File: src/rtl/exti_pkg.sv
package exti_pkg;

    localparam int REG_W        = 16;
    localparam int OFS_NMI_CTRL = 0;
    localparam int OFS_SENSE    = 2;
    localparam int OFS_REQ      = 4;
    localparam int NMI_LVL_BIT  = 15;
    localparam int NMI_EDGE_BIT = 8;
    localparam int NMI_FLAG_BIT = 1;

    typedef enum logic [1:0] {
        SENSE_LOW  = 2'd0,
        SENSE_FALL = 2'd1,
        SENSE_RISE = 2'd2,
        SENSE_BOTH = 2'd3
    } sense_e;

    typedef struct packed {
        logic wr_nmi;
        logic wr_sense;
        logic wr_req;
        logic rd_nmi;
    } bus_dec_t;

    function automatic logic sense_event(sense_e mode, logic cur, logic prev);
        logic hit;
        case (mode)
            SENSE_LOW:  hit = ~cur;
            SENSE_FALL: hit = prev & ~cur;
            SENSE_RISE: hit = ~prev & cur;
            default:    hit = prev ^ cur;
        endcase
        return hit;
    endfunction

endpackage

File: src/rtl/exti_sync.sv
module exti_sync #(
    parameter int W = 9
) (
    input  logic         clk,
    input  logic         rst,
    input  logic [W-1:0] din,
    output logic [W-1:0] cur,
    output logic [W-1:0] prev
);
    logic [W-1:0] stage1_q;
    logic [W-1:0] stage2_q;
    logic [W-1:0] prev_q;

    always_ff @(posedge clk) begin
        if (rst) begin
            stage1_q <= '1;
            stage2_q <= '1;
            prev_q   <= '1;
        end else begin
            stage1_q <= din;
            stage2_q <= stage1_q;
            prev_q   <= stage2_q;
        end
    end

    assign cur  = stage2_q;
    assign prev = prev_q;
endmodule

File: src/rtl/exti_detect.sv
module exti_detect
    import exti_pkg::*;
#(
    parameter int N = 8
) (
    input  logic [2*N-1:0] sense,
    input  logic [N-1:0]   cur,
    input  logic [N-1:0]   prev,
    output logic [N-1:0]   hit
);
    for (genvar g = 0; g < N; g++) begin : g_line
        assign hit[g] = sense_event(sense_e'(sense[2*g +: 2]), cur[g], prev[g]);
    end
endmodule

File: src/rtl/exti_sense_ctrl.sv
module exti_sense_ctrl
    import exti_pkg::*;
#(
    parameter int NUM_LINES = 8,
    parameter int DATA_W    = REG_W,
    parameter int ADDR_W    = 3
) (
    input  logic                 clk,
    input  logic                 rst,
    input  logic [NUM_LINES-1:0] irq_pins,
    input  logic                 nmi_pin,
    input  logic [ADDR_W-1:0]    bus_addr,
    input  logic                 bus_we,
    input  logic                 bus_re,
    input  logic [DATA_W-1:0]    bus_wdata,
    output logic [DATA_W-1:0]    bus_rdata,
    output logic [NUM_LINES-1:0] line_req,
    output logic                 nmi_req
);
    localparam int SYNC_W  = NUM_LINES + 1;
    localparam int SENSE_W = 2 * NUM_LINES;
    localparam int NMI_IDX = NUM_LINES;

    logic [SYNC_W-1:0]    cur_s, prev_s;
    logic [SENSE_W-1:0]   sense_q;
    logic [NUM_LINES-1:0] hit, flag_q, flag_nxt;
    logic                 nmi_edge_q, nmi_flag_q, nmi_seen_q;
    logic                 nmi_hit, nmi_flag_nxt, nmi_seen_nxt;
    bus_dec_t             dec;

    exti_sync #(.W(SYNC_W)) u_sync (
        .clk  (clk),
        .rst  (rst),
        .din  ({nmi_pin, irq_pins}),
        .cur  (cur_s),
        .prev (prev_s)
    );

    exti_detect #(.N(NUM_LINES)) u_detect (
        .sense (sense_q),
        .cur   (cur_s[NUM_LINES-1:0]),
        .prev  (prev_s[NUM_LINES-1:0]),
        .hit   (hit)
    );

    always_comb begin
        dec.wr_nmi   = bus_we && (int'(bus_addr) == OFS_NMI_CTRL);
        dec.wr_sense = bus_we && (int'(bus_addr) == OFS_SENSE);
        dec.wr_req   = bus_we && (int'(bus_addr) == OFS_REQ);
        dec.rd_nmi   = bus_re && (int'(bus_addr) == OFS_NMI_CTRL);
    end

    // NMI edge: rising when the select bit is 1, falling otherwise
    assign nmi_hit = nmi_edge_q ? (cur_s[NMI_IDX] & ~prev_s[NMI_IDX])
                                : (~cur_s[NMI_IDX] & prev_s[NMI_IDX]);

    always_comb begin
        flag_nxt = flag_q;
        if (dec.wr_req) flag_nxt = flag_q & bus_wdata[NUM_LINES-1:0];
        flag_nxt = flag_nxt | hit;

        nmi_flag_nxt = nmi_flag_q;
        if (dec.wr_nmi && !bus_wdata[NMI_FLAG_BIT] && nmi_seen_q) nmi_flag_nxt = 1'b0;
        if (nmi_hit) nmi_flag_nxt = 1'b1;

        if (!nmi_flag_nxt)                nmi_seen_nxt = 1'b0;
        else if (dec.rd_nmi && nmi_flag_q) nmi_seen_nxt = 1'b1;
        else                               nmi_seen_nxt = nmi_seen_q;
    end

    always_ff @(posedge clk) begin
        if (rst) begin
            sense_q    <= '0;
            flag_q     <= '0;
            nmi_edge_q <= 1'b0;
            nmi_flag_q <= 1'b0;
            nmi_seen_q <= 1'b0;
        end else begin
            if (dec.wr_sense) sense_q <= bus_wdata[SENSE_W-1:0];
            if (dec.wr_nmi)   nmi_edge_q <= bus_wdata[NMI_EDGE_BIT];
            flag_q     <= flag_nxt;
            nmi_flag_q <= nmi_flag_nxt;
            nmi_seen_q <= nmi_seen_nxt;
        end
    end

    always_comb begin
        bus_rdata = '0;
        case (int'(bus_addr))
            OFS_NMI_CTRL: begin
                bus_rdata[NMI_LVL_BIT]  = cur_s[NMI_IDX];
                bus_rdata[NMI_EDGE_BIT] = nmi_edge_q;
                bus_rdata[NMI_FLAG_BIT] = nmi_flag_q;
            end
            OFS_SENSE: bus_rdata[SENSE_W-1:0]   = sense_q;
            OFS_REQ:   bus_rdata[NUM_LINES-1:0] = flag_q;
            default:   bus_rdata = '0;
        endcase
    end

    assign line_req = flag_q;
    assign nmi_req  = nmi_flag_q;
endmodule

File: config.mk
export PLATFORM = sky130hd
export DESIGN_NAME = exti_sense_ctrl
export DESIGN_NICKNAME = d
export VERILOG_FILES = /design/src/rtl/exti_pkg.sv /design/src/rtl/exti_sync.sv /design/src/rtl/exti_detect.sv /design/src/rtl/exti_sense_ctrl.sv
export SDC_FILE = /design/constraint.sdc
export NUM_CORES = 1
export LEC_CHECK = 0
export BUFFER_PORTS_ARGS = -buffer_cell sky130_fd_sc_hd__clkbuf_2
export CORE_MARGIN = 1.5
export CORE_UTILIZATION = 30
export DETAILED_ROUTE_END_ITERATION = 7
export PLACE_DENSITY = 0.58
export SYNTH_ARGS = -nofsm -noshare
export SYNTH_HDL_FRONTEND = slang
export SYNTH_SLANG_ARGS = --single-unit
File: constraint.sdc
create_clock -name clk -period 1.6 [get_ports clk]
set_input_delay 0.32 -clock clk [delete_from_list [all_inputs] [get_ports clk]]
set_output_delay 0.32 -clock clk [all_outputs]
set_load 0.1 [all_outputs]
Word level (Yosys, flattened, before mapping)
Index checks and enable logic that the tools add are counted.
{"block": "word_totals", "inputBits": 32, "reg_bits": 54, "out_inout_bits": 25}
{"block": "op_classes", "mux": 18, "n_eq_ne": 20, "bitwise": 47, "reduce_logical": 19}
{"cell": "1-bit one-hot mux with 3 select lines", "n": 9}
{"cell": "1-bit inverter", "n": 19}
{"cell": "1-bit bitwise AND", "n": 18}
{"cell": "2-bit by 1-bit equality test with 1-bit output, second input constant", "n": 8}
{"cell": "2-bit equality test, second input constant", "n": 8}
{"cell": "2-bit zero test", "n": 8}
{"cell": "6-bit one-hot mux with 2 select lines", "n": 1}
{"cell": "3-bit equality test, second input constant", "n": 3}
{"cell": "8-bit bitwise AND", "n": 1}
{"cell": "8-bit two-way mux", "n": 1}
{"cell": "8-bit OR", "n": 1}
{"cell": "1-bit bitwise XOR", "n": 8}
{"cell": "1-bit logical AND", "n": 7}
{"cell": "3-bit zero test", "n": 2}
{"cell": "6-bit two-way mux", "n": 1}
{"cell": "1-bit one-hot mux with 2 select lines", "n": 3}
{"cell": "3-bit by 2-bit equality test with 1-bit output, second input constant", "n": 1}
{"cell": "1-bit two-way mux", "n": 3}
{"cell": "2-bit OR reduction", "n": 1}
{"cell": "1-bit zero test", "n": 1}

Logic depth before layout (Yosys ltp)
{"block": "logic_depth", "depth_word": 8, "depth_mapped": 6, "depth_no_buf": 5}

Hierarchy
From an unflattened synthesis, not the netlist that was laid out.
{"block": "hier_totals", "cells_unflattened": 263, "area_unflattened_um2": 2474.9}
{"mod": "exti_sense_ctrl", "area_per_inst_um2": 1272.5, "instances": 1, "seq_area_each_um2": 540.5, "cells_each": 159}
{"mod": "exti_sync", "area_per_inst_um2": 732.0, "instances": 1, "seq_area_each_um2": 540.5, "cells_each": 56}
{"mod": "exti_detect", "area_per_inst_um2": 470.5, "instances": 1, "seq_area_each_um2": 0.0, "cells_each": 48}

Least setup slack after synthesis
No wires, ideal clock.
{"block": "synth_timing", "path_kind": "input to output", "from": "input port bus_addr[1]", "to": "output port bus_rdata[15]", "setup_slack_ns": -1.498, "path_buffers": 2, "cell_stages": 4, "arrival_ns": 2.778, "t_required_ns": 1.280, "path_cell_list": "buf_2 buf_2 mux2i_1 nor3_1"}
{"block": "synth_between", "elab_chain_cells": 2, "elab_cells_between_ends": 3}
{"item": "start, declared", "line_no": "exti_sense_ctrl.sv:12", "source": "input logic [ADDR_W-1:0] bus_addr,"}
{"item": "3-bit by 2-bit equality test with 1-bit output or 3-bit zero test (tied branches)", "line_no": "exti_sense_ctrl.sv:89", "source": "case (int'(bus_addr))"}
{"item": "1-bit one-hot mux with 2 select lines *", "line_no": "exti_sense_ctrl.sv:89"}
{"item": "end, declared", "line_no": "exti_sense_ctrl.sv:16", "source": "output logic [DATA_W-1:0] bus_rdata,"}
Mark *: on every way between the ends. The rest lies on a longest branch, timed or not.

Final worst setup path
{"block": "layout_timing", "from": "register nmi_flag_q (netlist: nmi_req)", "to": "output port bus_rdata[1]"}
{"block": "layout_between", "elab_chain_cells": 1}
{"item": "start, declared", "line_no": "exti_sense_ctrl.sv:27", "source": "logic nmi_edge_q, nmi_flag_q, nmi_seen_q;"}
{"item": "start signal, assigned", "line_no": "exti_sense_ctrl.sv:82", "source": "nmi_flag_q <= nmi_flag_nxt;"}
{"item": "1-bit one-hot mux with 3 select lines", "line_no": "exti_sense_ctrl.sv:89"}
No other way between the ends.

==> metrics.txt <==
maximum VDD drop roughly 380 uV; Synth cell types 33; share of cells above drive strength 1 between 50% and 60%; DRT iter0 DRCs 44; row count 33; vias in the first global route ~1,900; PortBufs between 50 and 60; Hold Vio Cnt, Final 0; syn avg cell area about 9.4 sq um; number of flops mapped to enable cells by yosys 0; Die ar. 8830 sq um; Final Max Tran Viols 0; Post-DP Area about 3400 sq um; GRT Resource Usage Total 13.9%; FF-to-FF path depth 4; Worst Setup SP nmi_req; arrival time at the worst endpoint ~1.2 ns; Fmax approximately 640 MHz; GRT Residual Overflow 0; minimum hold slack approximately 0.19 ns; pwr/cell area between 700 and 800 nW/um^2; Synth Net Count roughly 310; final instance area roughly 3500 sq um; status finished, final reports clean; FF-to-FF setup slack around 0.17 ns; Core Footprint 8130 sq um; Synth Instances ~260; YS warnings 0; Synth top area share 43.5%; total power 2.61 mW; Chip Width 94.0 um; worst reg2reg endpoint line_req[4]; max-cap viol count 0; Placer Congestion approximately 0.73; Critical Path Fanout Max 3; LEAKAGE between 1 and 1.5 nW; CTS tree done; largest net degree at the start of global routing 21; min Tclk post-route ~1.6 ns; CP Class register to output pin; Hold Buf Count CTS 0; Ports 57; first-pass GRT wire length between 9 and 10 mm; Die Y-Extent 94.0 um; RSZ-0062 raised after global routing yes; Synth area leader dfxtp_1; Rel. slew slack between 60% and 70%; # H-tree levels 2; CTS Buf Count 5; Setup Skew between 0.004 and 0.005 ns; Ant. Diodes 0; Sum Neg Setup Slack 0 ns; initial antenna violation count 0; Vias/cell roughly 4.4; Clock Latency Late Sink 0.30 ns; via count 1,930; worst hold stages 2; starting density of the core between 30% and 40%; Worst setup SP type register; Slew @ Worst Pin between 0.5 and 0.6 ns; Seq/Total Area, Yosys roughly 44%; CP Capture Type output pin; clock buffer depth 2; # DRC 0; NumNets Final between 300 and 400; hpwl dp approximately 4.4 mm; DR WL/cell 13.1 um; final worst path period share between 90 and 100%; Setup violations, final 0; Worst Hold End u_sync.stage1_q[3]; async set-reset flop share out of synthesis 0%; CP required between 1 and 1.5 ns; Worst Hold Launch irq_pins[3]; worst flop-to-flop path startpoint u_sync.cur[4]; largest cells by area after synthesis dfxtp_1 44%, ha_1 8.1%, mux4_2 7.3%; clk slew on worst S/H paths around 0.090 ns; #FFs+latches synth 54; Hold WC Path Type input port to register; 1st-pass router iterations 4; Syn Std Cell Area 2480 sq um; Clock Tree Root clkbuf_8; Antenna Nets Post-Route 0; clk sinks 54; WL final 5.70 mm; Synth Flop Type dfxtp_1; Layout Area Growth over Synthesis 40.2%
==> flip-flops by register name, indices dropped and copies added, names as in the netlist <==
register         count
line_req             8
nmi_edge_q           1
nmi_req              1
nmi_seen_q           1
sense_q             16
u_sync.cur           9
u_sync.prev          9
u_sync.stage1_q      9
==> synthesized netlist by cell type, types with 2 or more instances <==
cell type and count:
dfxtp_1 54, inv_1 34, nand2_1 30, or2_2 27, ha_1 16, a21oi_1 15, a21oi_2 10, nor2_1 10
clkbuf_1 8, mux4_2 8, o21ai_0 8, a22oi_1 7, and3_1 6, buf_2 4, mux2i_1 4, nand2_2 4
nand4bb_1 2, nor3_1 2
==> placed cells by master, fill, tap and decap left out <==
| cell type | instances |
|---|---|
| and3_2 | 6 |
| buf_4 | 16 |
| buf_6 | 1 |
| o21ai_0 | 8 |
| dfxtp_1 | 43 |
| nor3b_1 | 1 |
| dfxtp_2 | 2 |
| mux4_2 | 8 |
| a311o_1 | 1 |
| nor2_1 | 2 |
| nor2b_2 | 1 |
| clkbuf_1 | 3 |
| nor4b_1 | 1 |
| a41oi_1 | 1 |
| nor4bb_4 | 1 |
| buf_12 | 19 |
| mux2i_1 | 4 |
| clkbuf_2 | 38 |
| a21oi_1 | 15 |
| nor3_4 | 2 |
| nand3b_1 | 1 |
| nand2_2 | 4 |
| dfxtp_4 | 9 |
| nand4bb_1 | 2 |
| and2b_1 | 1 |
| nor2_4 | 8 |
| ha_1 | 16 |
| o22a_1 | 1 |
| or3b_2 | 1 |
| a21oi_2 | 10 |
| or2_2 | 27 |
| a21o_1 | 1 |
| a22oi_2 | 7 |
| nand2_1 | 30 |
| clkbuf_8 | 5 |
| inv_1 | 34 |
==> how the worst max path moves through the flow <==
stage,slack (ns),to,cells past startpoint
6_report,0.04,bus_rdata[1],4
5_1_grt,-0.01,bus_rdata[1],4
4_1_cts,0.003,bus_rdata[1],4
3_5_place_dp,0.02,bus_rdata[4],6
3_3_place_gp,0.02,bus_rdata[6],6
2_1_floorplan,-0.23,bus_rdata[15],2
==> power by group <==
| part | switching, mW | internal [mW] |
|---|---|---|
| combinational | 0.280 | 0.170 |
| sequential | 0.0360 | 1.39 |
| clock | 0.428 | 0.313 |
| total | 0.745 | 1.87 |
==> critical path, cell delays in order, from the launching register on <==
cell and delay, ns:
dfxtp_4 0.36, mux2i_1 0.06, o22a_1 0.24, nor2_4 0.11, buf_12 0.18
==> metrics by stage <==
stage	utilization [%]	worst slack (ns)	instances
final	42.8	0.0413	435
after global routing	42.8	-0.0142	435
after CTS	42.6	0.00289	434
after detailed placement	41.5	0.0209	425
after global placement	41.5	0.0244	425
after floorplan	-	-0.235	264
==> timing repair <==
item | 4_1_cts | 5_1_grt
buffers inserted | 1 | 1
pin swaps | 0 | 4
resized for setup | 1 | 8
endpoints found under the setup margin | 1 | 9
endpoints found under the hold margin | 0 | 0
==> per-layer routing <==
| layer | part of all wire (%) | track usage, % | wire length [um] |
|---|---|---|---|
| met5 | 0 | 0 | 0 |
| met4 | 1.2 | 4.23 | 66 |
| met3 | 5.0 | 2.99 | 283 |
| met2 | 45 | 21.9 | 2560 |
| met1 | 49 | 19.1 | 2790 |
==> cells by family after synthesis <==
kind of cell	synth area share [%]
AO/OA/AOI/OAI	11.7
multiplexers	8.87
AND/OR/NAND/NOR	18.9
buffers and inverters	8.92
adder cells (fa/ha/maj)	8.06
flip-flops	43.5
==> cell type report <==
cell class                 instances  area, sq um
timing repair buffer              74          702
sequential                        54         1120
inverter                          34          128
multi-input combinational        160         1320
clock buffer                       8         80.1
tap                              105          131
fill                             803         4650
No activity file was read; power rests on OpenSTA's default activity.
